### src/rtl/catfetch_pkg.sv
package catfetch_pkg;
  localparam int          ADDR_W     = 24;
  localparam logic [7:0]  CMD_FREAD  = 8'h0B;
  localparam int          CMD_BYTES  = 1;
  localparam int          ADR_BYTES  = ADDR_W / 8;
  localparam int          DUMMY_BYTES = 1;
  localparam int          HDR_BYTES  = CMD_BYTES + ADR_BYTES + DUMMY_BYTES;
  localparam int          NAME_BYTES = 10;
  localparam int          DADR_BYTES = 3;
  localparam int          LEN_BYTES  = 2;
  localparam int          INFO_BYTES = 1;
  localparam int          REC_BYTES  = NAME_BYTES + DADR_BYTES + LEN_BYTES + INFO_BYTES;
  localparam int          DADR_OFS   = NAME_BYTES;
  localparam int          LEN_OFS    = DADR_OFS + DADR_BYTES;
  localparam int          INFO_OFS   = LEN_OFS + LEN_BYTES;
  localparam int          XFER_BYTES = HDR_BYTES + REC_BYTES;

  typedef enum logic [1:0] {
    SQ_IDLE,
    SQ_SEL,
    SQ_XFER,
    SQ_REL
  } seq_state_t;
endpackage

### src/rtl/spi_byte_shifter.sv
module spi_byte_shifter #(
  parameter int HALF_DIV = 1
) (
  input  logic       clk,
  input  logic       rst_n,
  input  logic       tx_valid,
  output logic       tx_ready,
  input  logic [7:0] tx_byte,
  output logic       rx_valid,
  output logic [7:0] rx_byte,
  output logic       sck,
  output logic       mosi,
  input  logic       miso
);
  localparam int DIV_W = $clog2(HALF_DIV) + 1;

  logic             active;
  logic [DIV_W-1:0] div_cnt;
  logic [2:0]       bit_cnt;
  logic [7:0]       tx_sr;
  logic [7:0]       rx_sr;

  assign tx_ready = !active;
  assign mosi     = active & tx_sr[7];
  assign rx_byte  = rx_sr;

  always_ff @(posedge clk) begin
    if (!rst_n) begin
      active   <= 1'b0;
      div_cnt  <= '0;
      bit_cnt  <= '0;
      tx_sr    <= '0;
      rx_sr    <= '0;
      sck      <= 1'b0;
      rx_valid <= 1'b0;
    end else begin
      rx_valid <= 1'b0;
      if (!active) begin
        if (tx_valid) begin
          active  <= 1'b1;
          tx_sr   <= tx_byte;
          bit_cnt <= '0;
          div_cnt <= '0;
          sck     <= 1'b0;
        end
      end else if (div_cnt == DIV_W'(HALF_DIV - 1)) begin
        div_cnt <= '0;
        if (!sck) begin
          sck   <= 1'b1;
          rx_sr <= {rx_sr[6:0], miso};
        end else begin
          sck     <= 1'b0;
          tx_sr   <= {tx_sr[6:0], 1'b0};
          bit_cnt <= bit_cnt + 3'd1;
          if (bit_cnt == 3'd7) begin
            active   <= 1'b0;
            rx_valid <= 1'b1;
          end
        end
      end else begin
        div_cnt <= div_cnt + DIV_W'(1);
      end
    end
  end
endmodule

### src/rtl/fetch_sequencer.sv
module fetch_sequencer
  import catfetch_pkg::*;
#(
  parameter logic [7:0] CAT_SECTOR = 8'h05
) (
  input  logic              clk,
  input  logic              rst_n,
  input  logic              start,
  input  logic [ADDR_W-1:0] rec_addr,
  output logic              busy,
  output logic              done,
  output logic              err,
  output logic              cs_n,
  output logic              tx_valid,
  input  logic              tx_ready,
  output logic [7:0]        tx_byte,
  input  logic              rx_valid,
  output logic              wr_en,
  output logic [$clog2(REC_BYTES)-1:0] wr_idx
);
  localparam int IDX_W = $clog2(XFER_BYTES + 1);
  localparam int RIX_W = $clog2(REC_BYTES);
  localparam logic [15:0] LAST_OFS = 16'(16'hFFFF - (REC_BYTES - 1));

  seq_state_t        state;
  logic [IDX_W-1:0]  idx;
  logic              pending;
  logic [ADDR_W-1:0] addr_q;
  logic              addr_ok;

  assign addr_ok  = (rec_addr[23:16] == CAT_SECTOR) && (rec_addr[15:0] <= LAST_OFS);
  assign busy     = (state != SQ_IDLE);
  assign tx_valid = (state == SQ_XFER) && !pending;
  assign wr_en    = (state == SQ_XFER) && rx_valid && (idx >= IDX_W'(HDR_BYTES));
  assign wr_idx   = RIX_W'(idx - IDX_W'(HDR_BYTES));

  always_comb begin
    case (idx)
      IDX_W'(0): tx_byte = CMD_FREAD;
      IDX_W'(1): tx_byte = addr_q[23:16];
      IDX_W'(2): tx_byte = addr_q[15:8];
      IDX_W'(3): tx_byte = addr_q[7:0];
      default:   tx_byte = 8'h00;
    endcase
  end

  always_ff @(posedge clk) begin
    if (!rst_n) begin
      state   <= SQ_IDLE;
      idx     <= '0;
      pending <= 1'b0;
      addr_q  <= '0;
      cs_n    <= 1'b1;
      done    <= 1'b0;
      err     <= 1'b0;
    end else begin
      done <= 1'b0;
      case (state)
        SQ_IDLE: if (start) begin
          err <= !addr_ok;
          if (addr_ok) begin
            state   <= SQ_SEL;
            cs_n    <= 1'b0;
            addr_q  <= rec_addr;
            idx     <= '0;
            pending <= 1'b0;
          end
        end
        SQ_SEL: state <= SQ_XFER;
        SQ_XFER: begin
          if (tx_valid && tx_ready) pending <= 1'b1;
          if (rx_valid) begin
            pending <= 1'b0;
            if (idx == IDX_W'(XFER_BYTES - 1)) begin
              state <= SQ_REL;
              cs_n  <= 1'b1;
            end else begin
              idx <= idx + IDX_W'(1);
            end
          end
        end
        default: begin
          state <= SQ_IDLE;
          done  <= 1'b1;
        end
      endcase
    end
  end
endmodule

### src/rtl/record_store.sv
module record_store
  import catfetch_pkg::*;
(
  input  logic                         clk,
  input  logic                         rst_n,
  input  logic                         wr_en,
  input  logic [$clog2(REC_BYTES)-1:0] wr_idx,
  input  logic [7:0]                   wr_data,
  output logic [NAME_BYTES*8-1:0]      name_o,
  output logic [DADR_BYTES*8-1:0]      data_addr_o,
  output logic [LEN_BYTES*8-1:0]       length_o,
  output logic [INFO_BYTES*8-1:0]      info_o
);
  logic [7:0] rec [REC_BYTES];

  always_ff @(posedge clk) begin
    if (!rst_n) begin
      for (int i = 0; i < REC_BYTES; i++) rec[i] <= '0;
    end else if (wr_en) begin
      rec[wr_idx] <= wr_data;
    end
  end

  for (genvar i = 0; i < NAME_BYTES; i++) begin : g_name
    assign name_o[(NAME_BYTES-1-i)*8 +: 8] = rec[i];
  end
  for (genvar i = 0; i < DADR_BYTES; i++) begin : g_dadr
    assign data_addr_o[(DADR_BYTES-1-i)*8 +: 8] = rec[DADR_OFS+i];
  end
  for (genvar i = 0; i < LEN_BYTES; i++) begin : g_len
    assign length_o[(LEN_BYTES-1-i)*8 +: 8] = rec[LEN_OFS+i];
  end
  for (genvar i = 0; i < INFO_BYTES; i++) begin : g_info
    assign info_o[(INFO_BYTES-1-i)*8 +: 8] = rec[INFO_OFS+i];
  end
endmodule

### src/rtl/catalog_fetcher.sv
module catalog_fetcher
  import catfetch_pkg::*;
#(
  parameter int         HALF_DIV   = 1,
  parameter logic [7:0] CAT_SECTOR = 8'h05
) (
  input  logic                    clk,
  input  logic                    rst_n,
  input  logic                    start,
  input  logic [ADDR_W-1:0]       rec_addr,
  output logic                    busy,
  output logic                    done,
  output logic                    err,
  output logic [NAME_BYTES*8-1:0] name_o,
  output logic [DADR_BYTES*8-1:0] data_addr_o,
  output logic [LEN_BYTES*8-1:0]  length_o,
  output logic [INFO_BYTES*8-1:0] info_o,
  output logic                    spi_cs_n,
  output logic                    spi_sck,
  output logic                    spi_mosi,
  input  logic                    spi_miso
);
  logic       tx_valid, tx_ready, rx_valid, wr_en;
  logic [7:0] tx_byte, rx_byte;
  logic [$clog2(REC_BYTES)-1:0] wr_idx;

  fetch_sequencer #(.CAT_SECTOR(CAT_SECTOR)) seq_i (
    .clk(clk), .rst_n(rst_n), .start(start), .rec_addr(rec_addr),
    .busy(busy), .done(done), .err(err), .cs_n(spi_cs_n),
    .tx_valid(tx_valid), .tx_ready(tx_ready), .tx_byte(tx_byte),
    .rx_valid(rx_valid), .wr_en(wr_en), .wr_idx(wr_idx)
  );

  spi_byte_shifter #(.HALF_DIV(HALF_DIV)) shf_i (
    .clk(clk), .rst_n(rst_n), .tx_valid(tx_valid), .tx_ready(tx_ready),
    .tx_byte(tx_byte), .rx_valid(rx_valid), .rx_byte(rx_byte),
    .sck(spi_sck), .mosi(spi_mosi), .miso(spi_miso)
  );

  record_store rec_i (
    .clk(clk), .rst_n(rst_n), .wr_en(wr_en), .wr_idx(wr_idx),
    .wr_data(rx_byte), .name_o(name_o), .data_addr_o(data_addr_o),
    .length_o(length_o), .info_o(info_o)
  );
endmodule

### config.mk
export PLATFORM = sky130hd
export DESIGN_NAME = catalog_fetcher
export DESIGN_NICKNAME = d
export VERILOG_FILES = /design/src/rtl/catfetch_pkg.sv /design/src/rtl/spi_byte_shifter.sv /design/src/rtl/fetch_sequencer.sv /design/src/rtl/record_store.sv /design/src/rtl/catalog_fetcher.sv
export SDC_FILE = /design/constraint.sdc
export NUM_CORES = 1
export LEC_CHECK = 0
export BUFFER_PORTS_ARGS = -buffer_cell sky130_fd_sc_hd__buf_2
export CORE_MARGIN = 10
export CORE_UTILIZATION = 59
export DETAILED_ROUTE_END_ITERATION = 6
export GPL_TIMING_DRIVEN = 0
export PLACE_DENSITY = 0.94
export SLEW_MARGIN = 20
export SYNTH_ARGS = -nofsm -noshare
export SYNTH_HDL_FRONTEND = slang
export SYNTH_SLANG_ARGS = --single-unit
export TNS_END_PERCENT = 1
### constraint.sdc
create_clock -name clk -period 4.65 [get_ports clk]
set_input_delay 0.2325 -clock clk [delete_from_list [all_inputs] [get_ports clk]]
set_output_delay 0.2325 -clock clk [all_outputs]
set_load 0.1 [all_outputs]
### Word level (Yosys, flattened, before mapping)

Memories as Yosys holds them, arrays and structs flattened.
Cells that the tools add are included.

* $add $sub $neg: 4
* magnitude comparators: 2
* equality and inequality tests: 16
* mux-type cells: 47
* bitwise operators: 5
* reduce and logical (&&, ||, !) cells: 25

Operators with widths (count)
* $mux 8: 5
* $pmux 8 s4: 1
* $mux 1: 24
* $mux 5: 4
* $le 16x16->1 const B: 1
* $mux 3: 4
* $eq 5x2->1 const B: 2
* $pmux 5 s2: 1
* $reduce_and 5->1: 2
* $reduce_and 3->1: 3
* $eq 8x3->1 const B: 1
* $mux 2: 4
* $ne 2x2->1 const B: 4
* $reduce_and 4->1: 2
* $reduce_or 8->1: 1
* $ne 2x1->1 const B: 3
* $pmux 2 s3: 1
* $reduce_bool 2->1: 3
* $add 5x1->5 const B: 1
* $eq 5x1->1 const B: 1
* $eq 5x5->1 const B: 1
* $ge 5x3->1 const B: 1
* $logic_and 1x1->1: 5
* $logic_not 5->1: 1
* 16 further kinds: 23

* bits in registers: 58
* memory bits (writable): 128
* input port bits: 28
* output and inout bits: 134
* word-level logic and storage cells: 114
* memories: 1

Memories
* rec_i.rec: words 16, bits a word 8, rd ports 16, clocked after memory_dff 0, write ports 16, line record_store.sv:14 `logic [7:0] rec [REC_BYTES];`

### Logic depth before layout (Yosys ltp)

Gate-level depths: netlist of run 1.

* depth after elaboration: 8
* mapped depth: 9
* mapped depth without buffers: 7

### Cells and area by module

A second synthesis of run 1 with hierarchy kept.

* cell total of the unflattened synthesis: 638
* area total of the unflattened synthesis: 7556.0 um^2

Modules (own cells, without submodules)
* record_store: times used 1, cells an instance 326, area each 4842.1 um^2, sequential area each 3843.7 um^2
* fetch_sequencer: times used 1, cells an instance 214, area each 1764.2 um^2, sequential area each 700.7 um^2
* spi_byte_shifter: times used 1, cells an instance 98, area each 949.7 um^2, sequential area each 440.4 um^2

### Least setup slack after synthesis of run 1

Ideal clock, no wire load.

* kind: register to register
* start: register seq_i.idx[1]
* end: memory rec_i.rec[5][0] (enable)
* library setup time: 384 ps
* arrival: 2036 ps
* data required time: 4266 ps
* setup slack: 2230 ps
* stages on the path, launching flop included: 9
* buffers on the path: 2
* clock period less this slack: 2420 ps
* path through: dfxtp_1 > clkbuf_2 > inv_1 > ha_1 > buf_2 > o31ai_1 > a21oi_1 > nand2_1 > o21ai_0

RTL lines
* start, declared: line fetch_sequencer.sv:26 `logic [IDX_W-1:0] idx;`
* start signal, assigned: line fetch_sequencer.sv:78 `idx <= idx + IDX_W'(1);`
* end, declared: line record_store.sv:14

==> flow_summary_export.csv, run 1 <==
group,metric,value,unit
worst_setup_path,required,4.70,ns
grt,grt_pass1_wl,30100,um
grt,antenna_found_initial,0,
pwr,power_density,420,nW/um2
timing,slew_headroom,22.7,%
worst_setup_path,startpoint_type,"flop",
drt,num_vias,5571,
floorplan,num_rows,41,
timing,post-route-period-util,65.9,%
grt,overflow,0,
worst_setup_path,crit_slowest_cell,"o21ai_0",
pwr,irDropWorstVdd,0.000209,V
logic_synthesis,ys_ff_latch,185,
clock_tree,postCtsSetupRepairBufs,0,
logic_synthesis,avgSynthCellArea,12.4,um2
clock_tree,cts_tree,"done",
layout,syn_to_final_growth,21.1,%
timing,fmax,326,MHz
placed_design,port_buffers,160,
logic_synthesis,yosys.area.top_type,"edfxtp_1",
clock_tree,cts_htree_levels,4,
clock_tree,clock_sinks,185,
drt,dr.first_iter.drc_count,503,
logic_synthesis,ys_types,53,
drt,first_pass_iters,5,
clock_tree,cts-hold-fix-buffers,0,
layout,multi_input_area,2440,um2
floorplan,die_area,17900,um2
grt,grt_pass1_vias,5600,
logic_synthesis,syn_inst,620,
logic_synthesis,synth_edf_count,128,
worst_setup_path,worstPathMaxFanout,10,
clock_tree,cts.path.max_buffers,2,
layout,nFillCells,802,
logic_synthesis,syn_area,7660,um2
floorplan,die_height,134,um
logic_synthesis,synth_top_cell_area_share,50.2,%
timing,fin_crit,3.07,ns
floorplan,ios,162,
layout,seq_area,4980,um2
pwr,p_leak,3.64,nW
worst_setup_path,worst-endpoint-arrival,3.12,ns
worst_setup_path,endpoint_kind,"flop",
timing,setup_viol,0,
timing,tns,0,ns
timing,final.setup_skew,0.0123,ns
logic_synthesis,ys_seq_area_share,65.1,%
clock_tree,cts-root-buf,"clkbuf_16",
placed_design,dp.final_hpwl,13700,um
logic_synthesis,ys.flop_type,"edfxtp_1",
floorplan,initial_core_util,60.5,%
worst_setup_path,crit_chain,"clkbuf_2 > inv_1 > ha_1 > buf_2 > o31ai_1 > a21oi_1 > nand2_1 > o21ai_0",
logic_synthesis,yosys_warnings,0,
drt,wl_per_cell,19.7,um
pwr,switchingPower,1.17,mW
drt,drc,0,
clock_tree,post_cts.resized_instances,0,
drt,wl,19400,um
logic_synthesis,syn_nets,658,
pwr,p_int,2.73,mW
grt,grt_usage,21.4,%
pwr,p_clk_share,37.7,%
timing,maxSlewViolCount,0,
drt,avgViaCountPerCell,5.66,
timing,hold_viol,0,
min_path,hp-class,"in2reg",
pwr,comb_power_share,15.2,%
clock_tree,clk_latency,0.44,ns
worst_setup_path,crit_type,"reg2reg",
clock_tree,clk_pin_slew,0.06,ns
drt,ant_nets,0,
timing,rsz0062_at_grt,"no",
outcome,status,"complete, no violations",
worst_setup_path,cp_slowest_stage_delay,0.97,ns
clock_tree,cts_inserted_buffers,17,
job,maxCapViolations,0,
logic_synthesis,synth.area.top_cells,"edfxtp_1 (50%), dfxtp_1 (15%), and2_1 (11%), nand2_1 (3.5%), a21boi_0 (1.7%)",
floorplan,fp.dieW,134,um
logic_synthesis,synthArstFlopShare,0,%
layout,num_antenna_cells,0,
layout,drive_above_1_share,26.6,%
timing,tightest_slew,1.15,ns
timing,setup_ws,1.58,ns
placed_design,place_ws,1.62,ns
grt,grt_max_degree,17,
placed_design,place.gp.congestion,0.840,
pwr,seq_power_share,47.1,%
floorplan,coreArea,12700,um2
pwr,swShare,29.9,%
layout,nets,837,
[logic make-up (layout without fill, tap and decap cells)]
| group | Yosys count | count (layout) | share of synthesized area (%) |
|---|---|---|---|
| buf+inv | 41 | 233 | 3.14 |
| fa+ha+maj | 10 | 10 | 1.63 |
| simple gates | 277 | 277 | 19.9 |
| mux | 4 | 4 | 0.523 |
| flops | 185 | 185 | 65.1 |
| compound gates | 103 | 103 | 9.78 |
[routing by layer]
layer / part of all wire (%) / vias up / GRT usage (%)
li1: - / 2560 / -
met1: 37 / 2696 / 23.2
met2: 52 / 274 / 37.9
met3: 8.9 / 41 / 6.83
met4: 2.5 / 0 / 9.01
met5: 0 / - / 0
[power groups by stage]
stage	registers (mW)	logic, mW	clock network, mW
2_1_floorplan	2.31	0.0607	0
3_3_place_gp	1.87	0.590	0
3_5_place_dp	1.87	0.595	0
4_1_cts	1.84	0.596	1.47
5_1_grt	1.84	0.609	1.54
6_report	1.84	0.593	1.47
[flip-flops by register name (all words and copies together) (netlist names), 2 cells and up]
register	count
rec_i.rec	128
shf_i.bit_cnt	3
shf_i.rx_byte	8
seq_i.addr_q	24
shf_i.tx_sr	8
seq_i.state	2
seq_i.idx	5
[stage by stage]
step	area, um2	instances	hold WS (ns)	power, mW	utilization, %
global route	9280	984	0.0515	3.98	73.2
detailed placement	8680	952	0.458	2.47	68.5
CTS	9280	984	0.0422	3.90	73.2
finish	9280	984	0.0455	3.90	73.2
global placement	8680	952	0.449	2.46	68.5
floorplan	7660	620	0.377	2.37	-
[final timing paths]
path | to | cells past startpoint | start | slack (ns)
min | seq_i.err$_SDFFE_PN0P_ | 3 | start | 0.05
min reg2reg | seq_i.addr_q[15]$_SDFFE_PN0P_ | 2 | seq_i.addr_q[15]$_SDFFE_PN0P_ | 0.46
max | rec_i.rec[11][1]$_SDFFCE_PN0P_ | 8 | seq_i.idx[1]$_SDFFE_PN0P_ | 1.58
max reg2reg | rec_i.rec[11][1]$_SDFFCE_PN0P_ | 8 | seq_i.idx[1]$_SDFFE_PN0P_ | 1.58
[synthesized netlist by cell type, types with 5 or more instances]
master	count
o21ai_0	22
o211ai_1	6
clkbuf_8	6
ha_1	10
dfxtp_1	57
a222oi_1	5
nand2_1	71
nand3_1	5
nor2b_1	6
inv_1	8
and3_1	10
clkbuf_1	20
o211a_1	7
edfxtp_1	128
a22oi_1	5
and2_1	133
a21boi_2	8
nand4_1	6
nor2_1	26
a21oi_1	18
a21boi_0	17
[worst max-delay path: cells and delay by family, from the launching register on]
kind                       cells  cell delay (ns)
AOI/OAI and AO/OA              3             1.34
buffers and inverters          3             0.53
DFF                            1             0.33
and+or+nand+nor                1             0.29
adders and majority gates      1             0.18
[layout by cell type (no fill, tap or decap), drive strengths merged, types with 2 or more instances in the layout]
master / instances
a211oi: 2
a21boi: 25
a21oi: 18
a222oi: 5
a22oi: 5
a41oi: 2
and2: 133
and3: 10
buf: 166
bufinv: 3
clkbuf: 46
clkinv: 4
clkinvlp: 2
dfxtp: 57
edfxtp: 128
ha: 10
inv: 12
mux2i: 4
nand2: 71
nand2b: 2
nand3: 5
nand4: 6
nor2: 26
nor2b: 6
nor3: 2
nor3b: 2
nor4: 4
o211a: 7
o211ai: 6
o21a: 4
o21ai: 23
o31a: 3
or4: 3
[layout make-up]
| type | instances | area share (%) |
|---|---|---|
| timing repair buffer | 160 | 8.63 |
| clock inverter | 13 | 1.79 |
| tap | 172 | 2.32 |
| sequential | 185 | 53.7 |
| inverter | 8 | 0.324 |
| buffer | 33 | 2.27 |
| clock buffer | 19 | 4.67 |
| multi-input combinational | 394 | 26.3 |
No activity file was read; power rests on OpenSTA's default activity.
==> run 2, diff against run 1 <==
--- a/config.mk
+++ b/config.mk
@@ -7,10 +7,10 @@
 export LEC_CHECK = 0
 export BUFFER_PORTS_ARGS = -buffer_cell sky130_fd_sc_hd__buf_2
 export CORE_MARGIN = 10
-export CORE_UTILIZATION = 59
+export CORE_UTILIZATION = 54
 export DETAILED_ROUTE_END_ITERATION = 6
 export GPL_TIMING_DRIVEN = 0
-export PLACE_DENSITY = 0.94
+export PLACE_DENSITY = 0.88
 export SLEW_MARGIN = 20
 export SYNTH_ARGS = -nofsm -noshare
 export SYNTH_HDL_FRONTEND = slang
==> constraint.sdc (replaced) <==
create_clock -name clk -period 2.9 [get_ports clk]
set_input_delay 0.145 -clock clk [delete_from_list [all_inputs] [get_ports clk]]
set_output_delay 0.145 -clock clk [all_outputs]
set_load 0.1 [all_outputs]
==> run 2 against run 1 <==
  * Clock power rose by 54%
  * Via count decreased by 1.0%
  * Non-clock buffer count grew 17
  * Sequential cell count stayed put
==> flow_summary_export.csv, run 2 (synthesis gave the netlist of run 1 again) <==
group,metric,value,unit
drt,first_pass_iters,5,
drt,wl_per_cell,19.4,um
layout,num_antenna_cells,0,
layout,layout.cells.most_common,"buf_2",
worst_setup_path,startpoint_type,"flop",
pwr,irDropWorstVdd,0.000386,V
grt,grt_usage,19.7,%
grt,grt_max_degree,18,
timing,setup_viol,0,
worst_setup_path,worstPathMaxFanout,10,
drt,avgViaCountPerCell,5.47,
placed_design,dp.final_hpwl,13800,um
layout,regMostFlops,"rec_i.rec",
floorplan,coreArea,13900,um2
worst_setup_path,required,2.97,ns
clock_tree,cts_htree_levels,4,
worst_setup_path,crit_type,"reg2reg",
timing,post-route-period-util,98.9,%
drt,drc,0,
timing,hold_viol,0,
layout,finalNonFillerCells,1009,
layout,nets,854,
drt,wl,19600,um
outcome,status,"complete, no violations",
timing,maxSlewViolCount,0,
worst_setup_path,worst-endpoint-arrival,2.94,ns
timing,fmax,349,MHz
clock_tree,clock_sinks,185,
drt,ant_nets,0,
timing,slew_headroom,47.4,%
floorplan,initial_core_util,55.2,%
timing,rsz0062_at_grt,"yes",
drt,dr.first_iter.drc_count,590,
floorplan,die_height,139,um
floorplan,ios,162,
placed_design,dp.cells,960,
placed_design,port_buffers,160,
clock_tree,cts.path.max_buffers,2,
layout,reg.largest.list,"rec_i.rec (128), seq_i.addr_q (24)",
placed_design,place.gp.congestion,0.887,
layout,drive_above_1_share,27.9,%
timing,tightest_slew,0.789,ns
grt,overflow,0,
drt,num_vias,5515,
layout,final_cell_mix,"buf_2 (162), and2_1 (133), edfxtp_1 (128), nand2_1 (71), dfxtp_1 (57)",
floorplan,die_area,19400,um2
grt,antenna_found_initial,0,
clock_tree,cts_tree,"done",
min_path,hp-class,"in2reg",
pwr,power.total,6.17,mW
floorplan,fp.dieW,139,um
grt,grt_pass1_wl,30100,um
layout,largest_reg_flops,128,
timing,whs,0.0440,ns
layout,syn_to_final_growth,23.6,%
pwr,p_leak,3.74,nW
worst_setup_path,endpoint_kind,"flop",
pwr,power_density,652,nW/um2
clock_tree,clk_pin_slew,0.07,ns
timing,fin_crit,2.87,ns
clock_tree,cts-root-buf,"clkbuf_16",
job,maxCapViolations,0,
grt,grt_pass1_vias,5545,
clock_tree,cts_inserted_buffers,17,
timing,final.setup_skew,0.00917,ns
floorplan,num_rows,43,
clock_tree,clk_latency,0.44,ns
[run 2: cell count changes in the layout (fill, tap and decap cells not counted)]
| cell | change |
|---|---|
| inv_6 | +1 |
| o21ai_2 | +11 |
| o21ai_0 | -4 |
| inv_8 | +1 |
| clkbuf_1 | -2 |
| clkinv_4 | +1 |
| inv_4 | +4 |
| dlygate4sd3_1 | +17 |
| clkinvlp_4 | -2 |
| clkinv_1 | -2 |
| bufinv_16 | -3 |
| bufinv_8 | +2 |
| o21ai_1 | -7 |
[run 2: per-stage QoR]
stage	utilization (%)	TNS (ns)	setup WS, ns	instance area, um2
after floorplan	-	0	0.480	7660
after global placement	62.6	-2.15	-0.0591	8690
after detailed placement	62.6	-13.26	-0.183	8690
after CTS	67.9	-3.12	-0.156	9430
after global routing	68.2	-4.77	-0.175	9470
final	68.2	0	0.0331	9470
[run 2: routing by layer]
metal / global-route usage (%) / vias up / wire length, um
met5: 0 / - / 0
met4: 7.25 / 0 / 415
met3: 6.75 / 32 / 1700
met2: 33.2 / 256 / 10000
met1: 22.7 / 2644 / 7430
li1: - / 2583 / -
[run 2: worst max-delay path, stage by stage, from the launching register on]
cell and delay, ns:
dfxtp_1 0.33, clkbuf_2 0.17, inv_1 0.12, ha_1 0.17, buf_2 0.24, o31ai_1 0.10
a21oi_1 0.33, nand2_1 0.35, o21ai_1 0.70
[run 2: repair_timing]
action / CTS / global route
gates resized for setup: 13 / 11
gates cloned: 0 / 0
endpoints found under the hold margin: 17 / 0
hold buffers: 17 / 0
endpoints found under the setup margin: 128 / 120
buffers inserted: 0 / 0
[run 2: layout make-up]
class	instances	area, um2
plain buffers	33	210
clock buffers	17	425
clock inverters	15	143
fillers	977	4410
inverters	8	30.0
multi-input cells	394	2480
flip-flops and latches	185	4980
well taps	180	225
repair buffers	177	971
[run 2: power breakdown]
| group | switching [mW] | total, mW | internal (mW) |
|---|---|---|---|
| logic | 0.849 | 0.972 | 0.123 |
| clock network | 1.05 | 2.26 | 1.21 |
| registers | 0.0351 | 2.94 | 2.91 |
| total | 1.93 | 6.17 | 4.24 |
[run 2: final timing paths]
path	end	slack [ns]	cells past startpoint	from
worst min register to register	seq_i.err$_SDFFE_PN0P_	0.46	2	seq_i.err$_SDFFE_PN0P_
worst max-delay path	rec_i.rec[5][2]$_SDFFCE_PN0P_	0.03	8	seq_i.idx[1]$_SDFFE_PN0P_
worst max register to register	rec_i.rec[5][2]$_SDFFCE_PN0P_	0.03	8	seq_i.idx[1]$_SDFFE_PN0P_
worst min-delay path	shf_i.rx_byte[0]$_SDFFE_PN0P_	0.04	3	spi_miso
==> run 3, diff against run 2 <==
--- a/config.mk
+++ b/config.mk
@@ -6,6 +6,7 @@
 export NUM_CORES = 1
 export LEC_CHECK = 0
 export BUFFER_PORTS_ARGS = -buffer_cell sky130_fd_sc_hd__buf_2
+export CORE_ASPECT_RATIO = 0.7
 export CORE_MARGIN = 10
 export CORE_UTILIZATION = 54
 export DETAILED_ROUTE_END_ITERATION = 6
==> run 3 against run 2 <==
  * Routed wire length is 2.8% higher
  * Global-route usage rose by 0.44 points
  * Clock power is essentially flat
  * Combinational power grew 0.6%
  * Final cell count grew 0.99%
  * Sequential share of layout area is 0.12 points lower
  * First-iteration DRC count shrank 2.7%
  * Register-to-register slack gained 0.04 ns
  * Count of clock-buffer cells in the layout unchanged
  * Worst setup slack better by 0.037 ns
  * Die area rose by 0.39%
==> flow_summary_export.csv, run 3 (synthesis gave the netlist of run 1 again) <==
group,metric,value,unit
worst_setup_path,cp_slowest_stage_delay,0.69,ns
layout,multi_input_area,2490,um2
drt,ant_nets,0,
job,maxCapViolations,0,
clock_tree,cts_tree,"done",
drt,dr.first_iter.drc_count,574,
clock_tree,cts.path.max_buffers,2,
placed_design,port_buffers,160,
timing,tns,0,ns
layout,seq_area,4980,um2
worst_setup_path,crit_type,"reg2reg",
timing,final.setup_skew,0.00931,ns
floorplan,fp.dieW,162,um
timing,tightest_slew,0.853,ns
clock_tree,cts-root-buf,"clkbuf_16",
clock_tree,cts_htree_levels,4,
timing,whs,0.00332,ns
grt,grt_usage,20.1,%
layout,nFillCells,976,
layout,largest_reg_flops,128,
floorplan,initial_core_util,55.1,%
drt,num_vias,5530,
outcome,status,"complete, no violations",
worst_setup_path,worst-endpoint-arrival,2.89,ns
pwr,irDropWorstVdd,0.000413,V
layout,regMostFlops,"rec_i.rec",
grt,grt_pass1_wl,30700,um
timing,maxSlewViolCount,0,
placed_design,dp.final_hpwl,14000,um
drt,wl,20100,um
clock_tree,postCtsSetupRepairBufs,0,
timing,rsz0062_at_grt,"yes",
worst_setup_path,endpoint_kind,"flop",
clock_tree,clock_sinks,185,
grt,antenna_found_initial,0,
layout,fin_util,68.2,%
pwr,p_leak,3.72,nW
timing,fmax,353,MHz
timing,post-route-period-util,97.6,%
pwr,power_density,650,nW/um2
floorplan,die_height,120,um
grt,grt_max_degree,20,
grt,grt_pass1_vias,5530,
timing,slew_headroom,43.1,%
layout,finalNonFillerCells,1019,
grt,overflow,0,
drt,avgViaCountPerCell,5.43,
layout,syn_to_final_growth,23.8,%
worst_setup_path,crit_slowest_cell,"o21ai_1",
drt,first_pass_iters,6,
layout,layout.cells.most_common,"buf_2",
clock_tree,clk_pin_slew,0.07,ns
worst_setup_path,crit_chain,"clkbuf_2 > inv_1 > ha_1 > buf_2 > o31ai_1 > a21oi_1 > nand2_1 > o21ai_1",
drt,drc,0,
timing,setup_viol,0,
drt,wl_per_cell,19.7,um
layout,nets,854,
floorplan,ios,162,
floorplan,coreArea,13900,um2
clock_tree,clk_latency,0.43,ns
pwr,power.total,6.17,mW
worst_setup_path,startpoint_type,"flop",
placed_design,dp.cells,970,
layout,drive_above_1_share,28.0,%
layout,reg.largest.list,"rec_i.rec (128), seq_i.addr_q (24)",
worst_setup_path,required,2.96,ns
layout,num_antenna_cells,0,
floorplan,num_rows,36,
floorplan,die_area,19400,um2
clock_tree,cts_inserted_buffers,17,
placed_design,place.gp.congestion,0.858,
min_path,hp-class,"in2reg",
layout,final_cell_mix,"buf_2 (162), and2_1 (133), edfxtp_1 (128), nand2_1 (71), dfxtp_1 (57)",
timing,hold_viol,0,
timing,fin_crit,2.83,ns
worst_setup_path,worstPathMaxFanout,10,
[run 3: cell count changes in the layout (fill, tap and decap cells not counted), moves of 2 or more]
cell,change
bufinv_8,-2
o21ai_1,-2
inv_4,-4
o21ai_2,+2
inv_8,+5
clkinvlp_4,+2
[run 3: final timing paths]
kind	slack, ns	cells after the start	end	start
max	0.07	8	rec_i.rec[14][5]$_SDFFCE_PN0P_	seq_i.idx[1]$_SDFFE_PN0P_
min	0.003	3	seq_i.addr_q[2]$_SDFFE_PN0P_	rec_addr[2]
max reg2reg	0.07	8	rec_i.rec[14][5]$_SDFFCE_PN0P_	seq_i.idx[1]$_SDFFE_PN0P_
min reg2reg	0.47	2	seq_i.addr_q[15]$_SDFFE_PN0P_	seq_i.addr_q[15]$_SDFFE_PN0P_
[run 3: per-stage QoR]
step,worst slack [ns],instance area [um2]
finish,0.0702,9490
global route,-0.104,9490
CTS,-0.0988,9440
detailed placement,-0.186,8700
global placement,-0.151,8700
floorplan,0.480,7660
[run 3: final cells by class]
class	count	area share [%]
flip-flops and latches	185	52.5
clock inverters	15	1.52
plain buffers	33	2.22
well taps	190	2.51
clock buffers	17	4.48
inverters	8	0.316
multi-input cells	394	26.2
repair buffers	177	10.2
[run 3: repair_timing]
| action | CTS | global route |
|---|---|---|
| endpoints found under the setup margin | 120 | 122 |
| hold endpoints to repair | 17 | 0 |
| resized for setup | 12 | 15 |
| hold buffers | 17 | 0 |
[run 3: critical path: cells and delay by family, from the launching register on]
kind	cells	cell delay, ns
compound gates	3	1.06
flops	1	0.33
fa+ha+maj	1	0.17
simple gates	1	0.35
buf+inv	3	0.54
[run 3: power breakdown]
part           switching [mW]  internal [mW]  total, mW
clock network            1.10           1.15       2.25
logic                   0.854          0.123      0.978
registers              0.0366           2.91       2.94
total                    1.99           4.18       6.17
[run 3: routing by layer]
metal  part of all wire [%]  wire length [um]  GRT usage (%)
met5                      0                 0              0
met4                    1.6               319           6.46
met3                    9.5              1910           6.45
met2                     47              9530           31.8
met1                     42              8350           25.8
